`config.mk`:
```
export PLATFORM = sky130hd
export DESIGN_NAME = dual_dac_loader
export DESIGN_NICKNAME = d
export VERILOG_FILES = /design/src/rtl/dacld_pkg.sv /design/src/rtl/dacld_sync.sv /design/src/rtl/dacld_capture.sv /design/src/rtl/dacld_regs.sv /design/src/rtl/dual_dac_loader.sv
export SDC_FILE = /design/constraint.sdc
export NUM_CORES = 1
export LEC_CHECK = 0
export BUFFER_PORTS_ARGS = -buffer_cell sky130_fd_sc_hd__buf_2
export CORE_ASPECT_RATIO = 1.2
export CORE_UTILIZATION = 50
export CTS_BUF_LIST = sky130_fd_sc_hd__clkbuf_4 sky130_fd_sc_hd__clkbuf_8 sky130_fd_sc_hd__clkbuf_16
export DETAILED_ROUTE_END_ITERATION = 10
export PLACE_DENSITY_LB_ADDON = 0.1
export SETUP_SLACK_MARGIN = 0.4
export SYNTH_ARGS = -nofsm -noshare
export SYNTH_HDL_FRONTEND = slang
export SYNTH_SLANG_ARGS = --single-unit
export TNS_END_PERCENT = 5
```
`constraint.sdc`:
```
create_clock -name clk -period 1 [get_ports clk]
set_input_delay 0.05 -clock clk [delete_from_list [all_inputs] [get_ports clk]]
set_output_delay 0.05 -clock clk [all_outputs]
set_load 0.01 [all_outputs]
```
`src/rtl/dacld_pkg.sv`:
```
package dacld_pkg;

    localparam int BUS_W  = 8;
    localparam int LO_W   = 8;
    localparam int HI_W   = 4;
    localparam int CODE_W = LO_W + HI_W;
    localparam int NUM_CH = 2;
    localparam int STROBES = 3;

    typedef enum logic {
        PART_LO = 1'b0,
        PART_HI = 1'b1
    } part_e;

    // slot encoding is behavioural: bit 1 channel, bit 0 part
    typedef struct packed {
        logic  ch;
        part_e part;
    } slot_t;

    typedef struct packed {
        logic [HI_W-1:0] hi;
        logic [LO_W-1:0] lo;
    } chan_code_t;

    typedef struct packed {
        slot_t            slot;
        logic [BUS_W-1:0] data;
        logic             cs;
        logic             upd;
    } bus_cmd_t;

    function automatic int slot_index(input slot_t s);
        return int'({s.ch, s.part});
    endfunction

endpackage

```
`src/rtl/dacld_sync.sv`:
```
module dacld_sync #(
    parameter int W      = 3,
    parameter int STAGES = 2
) (
    input  logic         clk,
    input  logic         rst,
    input  logic [W-1:0] async_in,
    output logic [W-1:0] sync_out
);
    logic [W-1:0] stage_q [STAGES];

    genvar s;
    generate
        for (s = 0; s < STAGES; s++) begin : g_stage
            always_ff @(posedge clk) begin
                if (rst) begin
                    stage_q[s] <= '1;
                end else if (s == 0) begin
                    stage_q[s] <= async_in;
                end else begin
                    stage_q[s] <= stage_q[(s == 0) ? 0 : s-1];
                end
            end
        end
    endgenerate

    assign sync_out = stage_q[STAGES-1];
endmodule

```
`src/rtl/dacld_capture.sv`:
```
module dacld_capture
    import dacld_pkg::*;
(
    input  logic             clk,
    input  logic             rst,
    input  logic             wr_s,
    input  logic             cs_s,
    input  logic             upd_s,
    input  logic [1:0]       addr,
    input  logic [BUS_W-1:0] data,
    output logic             commit,
    output bus_cmd_t         cmd
);
    logic wr_q;

    always_ff @(posedge clk) begin
        if (rst) begin
            wr_q <= 1'b1;
            cmd  <= '0;
        end else begin
            wr_q <= wr_s;
            if (!wr_s) begin
                cmd.slot <= slot_t'(addr);
                cmd.data <= data;
                cmd.cs   <= !cs_s;
                cmd.upd  <= !upd_s;
            end
        end
    end

    assign commit = wr_s && !wr_q;

    assert_single_commit_R11: assert property (@(posedge clk) disable iff (rst)
        commit |=> !commit);
endmodule

```
`src/rtl/dacld_regs.sv`:
```
module dacld_regs
    import dacld_pkg::*;
#(
    parameter int CLR_STAGES = 2
) (
    input  logic              clk,
    input  logic              rst,
    input  logic              clr_n,
    input  logic              commit,
    input  bus_cmd_t          cmd,
    output logic [CODE_W-1:0] dac_a,
    output logic [CODE_W-1:0] dac_b
);
    localparam int SLOTS = 2 * NUM_CH;

    logic [CLR_STAGES-1:0]     clr_pipe;
    logic                      clr_ok;
    logic [SLOTS-1:0]          slot_we;
    logic                      pend_q;
    logic                      do_xfer;
    chan_code_t [NUM_CH-1:0]   in_q;
    chan_code_t [NUM_CH-1:0]   out_q;

    // clear asserts asynchronously, releases through a short pipe
    always_ff @(posedge clk or negedge clr_n) begin
        if (!clr_n) clr_pipe <= '0;
        else        clr_pipe <= {clr_pipe[CLR_STAGES-2:0], 1'b1};
    end
    assign clr_ok = clr_pipe[CLR_STAGES-1];

    always_comb begin
        slot_we = '0;
        if (commit && cmd.cs && clr_ok) slot_we[slot_index(cmd.slot)] = 1'b1;
    end

    assign do_xfer = pend_q && clr_ok;

    always_ff @(posedge clk or negedge clr_n) begin
        if (!clr_n) begin
            in_q   <= '0;
            out_q  <= '0;
            pend_q <= 1'b0;
        end else if (rst) begin
            in_q   <= '0;
            out_q  <= '0;
            pend_q <= 1'b0;
        end else begin
            for (int c = 0; c < NUM_CH; c++) begin
                if (slot_we[2*c])   in_q[c].lo <= cmd.data[LO_W-1:0];
                if (slot_we[2*c+1]) in_q[c].hi <= cmd.data[HI_W-1:0];
            end
            pend_q <= commit && cmd.upd && clr_ok;
            if (do_xfer) out_q <= in_q;
        end
    end

    assign dac_a = out_q[0];
    assign dac_b = out_q[1];

    assert_hold_R4: assert property (@(posedge clk) disable iff (!clr_n)
        (!rst && !do_xfer) |=> ($stable(dac_a) && $stable(dac_b)));

    assert_xfer_R5: assert property (@(posedge clk) disable iff (!clr_n)
        (!rst && do_xfer) |=> (dac_a == $past(in_q[0]) && dac_b == $past(in_q[1])));

    assert_clear_R8: assert property (@(posedge clk) disable iff (rst)
        !clr_n |-> (dac_a == '0 && dac_b == '0));

    assert_release_R10: assert property (@(posedge clk) disable iff (rst)
        (clr_n && !clr_ok) |=> ($stable(in_q) && $stable(out_q)));

    assert_one_slot_R2: assert property (@(posedge clk) disable iff (rst)
        $onehot0(slot_we));
endmodule

```
`src/rtl/dual_dac_loader.sv`:
```
module dual_dac_loader
    import dacld_pkg::*;
#(
    parameter int SYNC_STAGES = 2,
    parameter int CLR_STAGES  = 2
) (
    input  logic              clk,
    input  logic              rst,
    input  logic              clr_n,
    input  logic              wr_n,
    input  logic              cs_n,
    input  logic              upd_n,
    input  logic [1:0]        addr,
    input  logic [BUS_W-1:0]  data,
    output logic [CODE_W-1:0] dac_a,
    output logic [CODE_W-1:0] dac_b
);
    logic [STROBES-1:0] strobe_s;
    logic               commit;
    bus_cmd_t           cmd;

    dacld_sync #(.W(STROBES), .STAGES(SYNC_STAGES)) i_sync (
        .clk      (clk),
        .rst      (rst),
        .async_in ({wr_n, cs_n, upd_n}),
        .sync_out (strobe_s)
    );

    dacld_capture i_capture (
        .clk    (clk),
        .rst    (rst),
        .wr_s   (strobe_s[2]),
        .cs_s   (strobe_s[1]),
        .upd_s  (strobe_s[0]),
        .addr   (addr),
        .data   (data),
        .commit (commit),
        .cmd    (cmd)
    );

    dacld_regs #(.CLR_STAGES(CLR_STAGES)) i_regs (
        .clk    (clk),
        .rst    (rst),
        .clr_n  (clr_n),
        .commit (commit),
        .cmd    (cmd),
        .dac_a  (dac_a),
        .dac_b  (dac_b)
    );
endmodule

```
[Word-level counts from Yosys, hierarchy flattened]
Memory sizes are Yosys's and may differ from the RTL's.
Cells that the tools add are included.
Word-level totals
  bits in registers: 64
  RAM bits: 6
  input bits: 16
  output and inout port bits: 24
  logic and storage cells: 52
  memories kept: 1
Memories
  i_sync.stage_q: depth 2, bits a word 3, rd ports 2, clocked after memory_dff 0, write ports 2, line dacld_sync.sv:10  | logic [W-1:0] stage_q [STAGES];
Cells by class
  $lt $le $gt $ge: 2
  mux-type cells: 16
  bitwise operators: 2
  reduce and logical (&&, ||, !) cells: 15
Operators by type and width (number)
  $mux 24: 3
  $mux 8: 2
  $mux 4: 3
  $reduce_bool 2->1: 5
  $logic_and 1x1->1: 7
  $mux 3: 2
  $mux 1: 5
  $logic_not 1->1: 3
  $lt 2x3->1 const B: 1
  $demux 1 s2: 1
  $ge 2x1->1 const B: 1
  $or 1x1->1: 2

[Longest topological paths before layout]
Gate-level depths: netlist (run 1).
  depth after elaboration: 7
  mapped depth: 5

[Hierarchy]
A second synthesis (run 1) with hierarchy kept.
Unflattened totals
  cell total of the unflattened synthesis: 208
  area total of the unflattened synthesis: 2698.8 µm²
Modules (own cells, without submodules)
  dacld_regs: times used 1, cells an instance 152, area an instance 2064.5 µm²
  dacld_capture: times used 1, cells an instance 44, area an instance 476.7 µm²
  dacld_sync: times used 1, cells an instance 12, area an instance 157.7 µm²

[Least setup slack after synthesis (run 1)]
No wires, ideal clock.
  path kind: register -> register
  start: register i_capture.wr_q
  end: register i_regs.in_q[12] (netlist name)
  arrival time: 1.021 ns
  data required time: 0.921 ns
  slack: -0.100 ns
  cell stages (with the launch flop): 5
  path through: dfxtp_1 > nand4b_1 > nor3b_1 > buf_4 > mux2i_1
On the way
  cells in the longest elaborated chain, start to end: 6
Ends and longest elaborated chain
  start, declared: line dacld_capture.sv:14  | logic wr_q;
  start signal, assigned: line dacld_capture.sv:21  | wr_q <= wr_s;
  $logic_not 1->1: line dacld_capture.sv:31  | assign commit = wr_s && !wr_q;
  $logic_and 1x1->1: line dacld_capture.sv:31
  $logic_and 1x1->1 (2 in series): line dacld_regs.sv:33  | if (commit && cmd.cs && clr_ok) slot_we[slot_index(cmd.slot)] = 1'b1;
  $mux 4: line dacld_regs.sv:33
  $reduce_bool 2->1 (no source line)
  end, declared: line dacld_regs.sv:21  | chan_code_t [NUM_CH-1:0] in_q;
No other way between the ends.
A chain may end at the register's enable or synchronous reset.

[Worst setup path in the final report (run 1)]
  start: register, netlist name i_capture.cmd[11]
  end: register i_regs.in_q[8] (netlist name)
On the way
  cells in the longest elaborated chain, start to end: 6
Ends and longest elaborated chain (line)
  $lt 2x3->1 (not written as such) or $ge 2x1->1 (tied branches): dacld_regs.sv:33
  $logic_and 1x1->1 (not written as such): dacld_regs.sv:33
  $mux 1 (not written as such): dacld_regs.sv:33
  $demux 1 s2 (*)
  $mux 4 (*): dacld_regs.sv:33
  $reduce_bool 2->1 (no source line) (*)
Every way passes the cells marked *; elsewhere a longest branch is shown, timed or not.

==> impl_results.md, run 1 <==
- Detailed Routing Iterations Pass 1: 4
- Critical path startpoint: i_capture.cmd[11]$_SDFFE_PP0N_
- Via count: 1957
- Cell Area, Synth: 2780 um^2
- Yosys cell types: 21
- Vias per cell: 5.08
- Clock transition at path regs: 70 ps
- Synth Flop Type: dfrtp_1
- Ports: 40
- Detailed placer's ending HPWL: 3570 um
- CP required: 1200 ps
- Hold buffer count at cts: 2
- Minimum clock period: 1190 ps
- Slowest cell on crit path: dfxtp_2
- Pins Over Slew Limit: 0
- Initial antenna violation count: 0
- Final net count: 334
- R2r startpoint: i_capture.cmd[11]$_SDFFE_PP0N_
- Unrepaired setup endpoints after global routing: yes
- First-pass GRT wire length: 8790 um
- List of most frequent post-synthesis cells: 51 x dfrtp_1, 51 x nand2_1, 33 x mux2i_1, 33 x nand2b_1, 27 x a21oi_1
- Reg2Reg Depth: 3
- Met1 WL: 2370 um
- Number of max-cap violations: 0
- Synth top area share: 0.460
- Worst vdd ir: 0.00118 V
- DR WL met3: 178 um
- Worst min path class: input pin to flip-flop
- CP Launch Type: flip-flop
- Setup violations, final: 48
- Number of cell rows: 29
- CP arrival: 1390 ps
- Final hold violation count: 12
- Final WS setup: -185 ps
- Slowest cell delay on critical path: 330 ps
- Power Dens Cells: 1650 nW/um^2
- Layout area overhead: 28.3%
- Max Freq: 0.844 GHz
- Top sig layer: met4
- IO Port Bufs: 39
- Congestion Overflow GR: 0
- Number of synthesized flops with an enable pin: 0
- Final hold slack: -104 ps
- Clock Skew: 7.51 ps
- Syn Area/Cell: 10.7 um^2
- Sequential share of the synthesized area: 0.597
- WL final: 5220 um
- TritonCTS buffer count: 9
- Avg WL per Cell: 13.5 um
- Clock latency on the worst-skew pair: 340 ps
- Outcome: complete, but fails checks
- Ys Warns: 0
- Starting DRT DRC Count: 99
- Top post-synthesis cells by area: dfrtp_1 46%, dfxtp_1 14%, mux2i_1 12%
- Clk Tree Root Cell: clkbuf_8
- TritonCTS Sinks: 70
- Final Cycle Share: 1.19
- Share of layout cells above drive strength 1: 0.334
- Clock Path Buffers: 2
- Antenna Cells: 0
- CTS tree: yes
- Asr flop ratio synth: 0.729
- Pin count of the biggest net entering global routing: 52
- Lkg Pwr: 1.74 nW
- Pre-CTS WS: -221 ps
- Gp weighted congestion: 0.741
- Setup tns final: -4810 ps
- CP max FO: 4
- Routed Antenna Nets: 0
- Core outline area: 5330 um^2
- Failing checks: negative hold slack, negative setup slack
- Initial Utilization: 0.520
- Net count after synthesis: 276
- Crit-path cells: and4bb_2 > nand3_1 > mux2i_1
- R2r endpoint: i_regs.in_q[8]$_DFFE_PN0P_
- Cell type with the largest total area after synthesis: dfrtp_1
- Total track usage: 0.199
- Die H: 83.6 um
- Total power: 5.86 mW
- Critical Path End: i_regs.in_q[8]$_DFFE_PN0P_
- FF+latch count, synth: 70
- Chip width: 70.0 um
- Register-to-register setup slack: -190 ps
- Crit path capture type: flip-flop
- Die area: 5850 um^2
- Vias in the first global route: 1865
- CP Class: flip-flop to flip-flop
- H-Tree Level Count: 3
- Final Core Density: 0.668
- Met2 routed WL: 2590 um
- Synth Instances: 260
- Drc violations: 0
## how the worst min path moves through the flow
| stage | endpoint | start | cells after the start | slack (ps) |
|---|---|---|---|---|
| after floorplan | i_regs.clr_pipe[0]$_DFF_PN0_ | clr_n | 0 | -250 |
| after global placement | i_regs.dac_b[6]$_DFFE_PN0P_ | clr_n | 2 | 60 |
| after detailed placement | i_regs.dac_b[1]$_DFFE_PN0P_ | clr_n | 2 | 60 |
| after CTS | i_sync.stage_q[0][2]$_SDFF_PP1_ | wr_n | 2 | -120 |
| after global routing | i_sync.stage_q[0][2]$_SDFF_PP1_ | wr_n | 2 | -120 |
| final | i_sync.stage_q[0][2]$_SDFF_PP1_ | wr_n | 2 | -100 |
## placed cells by master (no fill, tap or decap), drive strengths merged, types with 2 or more instances in the layout
master	n
a21oi	27
buf	63
bufinv	2
clkbuf	14
dfrtp	51
dfxtp	19
dlygate4sd3	2
mux2i	33
nand2	51
nand2b	33
nor2	11
or2	9
## sequential cells by signal, summed over array words and instances (netlist names)
| name | flops |
|---|---|
| i_capture.wr_q | 1 |
| i_regs.pend_q | 1 |
| i_capture.cmd | 12 |
| i_regs.dac_b | 12 |
| i_regs.clr_pipe | 2 |
| i_regs.dac_a | 12 |
| i_regs.in_q | 24 |
| i_sync.stage_q | 6 |
## area by class of cell
type	count	area [um^2]
Clock buffer	14	193
Clock inverter	2	60.1
Fill cell	429	1770
Multi-Input combinational cell	172	1070
Sequential cell	70	1670
Tap cell	62	77.6
Timing Repair Buffer	65	490
## what timing repair did
action                                  CTS  global route
cloned                                    0             0
gates resized for setup                  13            18
setup buffers                             2             0
pin swaps                                 3            10
endpoints found under the setup margin   89            89
endpoints found under the hold margin    64            11
## routing by layer
metal | global-route usage | vias to the layer above
met5 | 0 | -
met4 | 0.104 | 0
met3 | 0.0411 | 7
met2 | 0.314 | 50
met1 | 0.257 | 934
li1 | - | 966
## kinds of logic (layout without fill, tap and decap cells)
logic type	after synthesis	after routing	share of synthesized area
mux	33	33	0.119
flops	70	70	0.597
simple gates	111	111	0.199
other cells	1	1	0.00135
buf+inv	18	81	0.0352
compound gates	27	27	0.0487
## power by group
| group | internal, mW | switching, mW |
|---|---|---|
| registers | 2.85 | 0.0163 |
| clock network | 1.75 | 0.990 |
| logic | 0.129 | 0.129 |
| total | 4.73 | 1.14 |
## metrics by stage
step	cells	area [um^2]
floorplan	260	2780
CTS	385	3500
global placement	365	3180
finish	385	3560
global route	385	3560
detailed placement	365	3180
## critical path, delay by kind of cell (launching register included)
family,cells,cell delay [ps]
DFF,1,330
muxes,1,190
and+or+nand+nor,2,550
(Power assumes the default switching activity.)
==> run 2: changes to the inputs <==
--- a/config.mk
+++ b/config.mk
@@ -7,7 +7,7 @@
 export LEC_CHECK = 0
 export BUFFER_PORTS_ARGS = -buffer_cell sky130_fd_sc_hd__buf_2
 export CORE_ASPECT_RATIO = 1.2
-export CORE_UTILIZATION = 50
+export CORE_UTILIZATION = 45
 export CTS_BUF_LIST = sky130_fd_sc_hd__clkbuf_4 sky130_fd_sc_hd__clkbuf_8 sky130_fd_sc_hd__clkbuf_16
 export DETAILED_ROUTE_END_ITERATION = 10
 export PLACE_DENSITY_LB_ADDON = 0.1
==> impl_results.md, run 2 (synthesized netlist as in run 1, its figures left out) <==
- Outcome: complete, but fails checks (unchanged)
- Failing checks: negative hold slack, negative setup slack (unchanged)
- Final hold violation count: 13 (was 12)
- Pins Over Slew Limit: 0 (unchanged)
- First-pass GRT wire length: 8650 um (was 8790 um)
- Vias in the first global route: 1802 (was 1865)
- Worst min path class: input pin to flip-flop (unchanged)
- Routed Antenna Nets: 0 (unchanged)
- Detailed placer's ending HPWL: 3520 um (was 3570 um)
- Vias per cell: 4.68 (was 5.08)
- Number of cell rows: 30 (was 29)
- Avg WL per Cell: 13.3 um (was 13.5 um)
- Drc violations: 0 (unchanged)
- CP max FO: 8 (was 4)
- Clk Tree Root Cell: clkbuf_8 (unchanged)
- Core outline area: 5820 um^2 (was 5330 um^2)
- Lkg Pwr: 1.72 nW (was 1.74 nW)
- Multi-input gate area: 1090 um^2 (was 1070 um^2)
- Largest Register: i_regs.in_q (unchanged)
- Clock transition at path regs: 70 ps (about the same)
- Die H: 88.0 um (was 83.6 um)
- CP Class: flip-flop to flip-flop (unchanged)
- TritonCTS buffer count: 9 (unchanged)
- Pre-CTS WS: -196 ps (was -221 ps)
- Congestion Overflow GR: 0 (unchanged)
- Layout area overhead: 26.2% (was 28.3%)
- Initial antenna violation count: 0 (unchanged)
- Die area: 6490 um^2 (was 5850 um^2)
- Register Area: 1670 um^2 (unchanged)
- CTS tree: yes (unchanged)
- Final net count: 331 (was 334)
- Clock latency on the worst-skew pair: 340 ps (about the same)
- Minimum clock period: 1200 ps (was 1190 ps)
- Most frequent cells in the layout: 51 x dfrtp_1, 43 x nand2_1, 37 x buf_2 (was 51 x dfrtp_1, 48 x nand2_1, 38 x buf_2)
- Total power: 5.42 mW (was 5.86 mW)
- CP Launch Type: flip-flop (unchanged)
- CP arrival: 1460 ps (was 1390 ps)
- Clock Path Buffers: 2 (unchanged)
- Via count: 1873 (was 1957)
- Ports: 40 (unchanged)
- Power Dens Cells: 1550 nW/um^2 (was 1650 nW/um^2)
- Crit path capture type: flip-flop (unchanged)
- TritonCTS Sinks: 70 (unchanged)
- Setup violations, final: 48 (unchanged)
- Setup tns final: -8050 ps (was -4810 ps)
- Largest register FFs: 24 (unchanged)
- Gp weighted congestion: 0.714 (was 0.741)
- Worst vdd ir: 0.00113 V (was 0.00118 V)
- Final hold slack: -113 ps (was -104 ps)
- Hold buffer count at cts: 2 (unchanged)
- Total track usage: 0.186 (was 0.199)
- Starting DRT DRC Count: 97 (was 99)
- Chip width: 73.7 um (was 70.0 um)
- H-Tree Level Count: 3 (unchanged)
- Share of layout cells above drive strength 1: 0.334 (about the same)
- Finished Layout Cells: 400 (was 385)
- Dpl cells: 380 (was 365)
- Max Freq: 0.836 GHz (was 0.844 GHz)
- Clock Skew: 9.38 ps (was 7.51 ps)
- Initial Utilization: 0.477 (was 0.520)
- Detailed Routing Iterations Pass 1: 4 (unchanged)
- Unrepaired setup endpoints after global routing: yes (unchanged)
- Antenna Cells: 0 (unchanged)
- Final Cycle Share: 1.20 (was 1.19)
- WL final: 5310 um (was 5220 um)
- Most common cell after layout, fill and taps aside: dfrtp_1 (unchanged)
- Pin count of the biggest net entering global routing: 52 (unchanged)
- IO Port Bufs: 39 (unchanged)
- Number of max-cap violations: 0 (unchanged)
- Layout fillers: 530 (was 429)
- CP required: 1260 ps (was 1200 ps)
- Final WS setup: -196 ps (was -185 ps)
## run 2: cell count changes in the layout (fill, tap and decap cells not counted), sizes merged
cell / change
buf: -3
bufinv: -1
clkbuf: -2
clkinv: +3
## run 2: final cells by class
| class | count | area share |
|---|---|---|
| Timing Repair Buffer | 62 | 0.127 |
| Sequential cell | 70 | 0.476 |
| Multi-Input combinational cell | 172 | 0.311 |
| Clock inverter | 4 | 0.0129 |
| Clock buffer | 12 | 0.0454 |
| Tap cell | 80 | 0.0286 |
## run 2: report_power, final
group / switching [mW] / internal (mW)
registers: 0.0174 / 2.85
logic: 0.126 / 0.115
clock network: 1.01 / 1.30
total: 1.16 / 4.27
## run 2: metrics by stage
stage / cell area (um^2) / hold WS, ps / utilization
floorplan: 2780 / -246 / -
global placement: 3130 / 64.3 / 0.538
detailed placement: 3130 / 62.4 / 0.538
CTS: 3430 / -129 / 0.590
global route: 3500 / -125 / 0.602
finish: 3500 / -113 / 0.602
## run 2: critical path, cell delays in order, from the launching register on
cell and delay, ps:
dfxtp_2 330, nand4b_1 220, nor3b_2 210, buf_6 180, mux2i_1 180
## run 2: worst paths after layout
check                                              from                               to  slack (ps)  cells past startpoint
max                           i_capture.wr_q$_SDFF_PP1_      i_regs.in_q[14]$_DFFE_PN0P_        -200                      4
min                                               upd_n  i_sync.stage_q[0][0]$_SDFF_PP1_        -110                      2
max reg2reg                   i_capture.wr_q$_SDFF_PP1_      i_regs.in_q[14]$_DFFE_PN0P_        -200                      4
min reg2reg                i_regs.clr_pipe[0]$_DFF_PN0_     i_regs.clr_pipe[1]$_DFF_PN0_         350                      0
max in group asynchronous                         clr_n     i_regs.dac_b[11]$_DFFE_PN0P_         530                      3
min in group asynchronous                         clr_n      i_regs.dac_b[4]$_DFFE_PN0P_         240                      3
## run 2: routing by layer
metal  vias up  wire, um  global-route usage
li1        953         -                   -
met2        35      2510               0.287
met3         8       148              0.0483
met1       877      2550               0.239
met4         0       105              0.0997
met5         -         0                   0
## run 2: repair_timing
action	4_1_cts	5_1_grt
gates resized for setup	22	19
setup endpoints to repair	89	89
buffers inserted	1	1
hold endpoints to repair	65	12
gates cloned	0	0
pin swaps	8	8
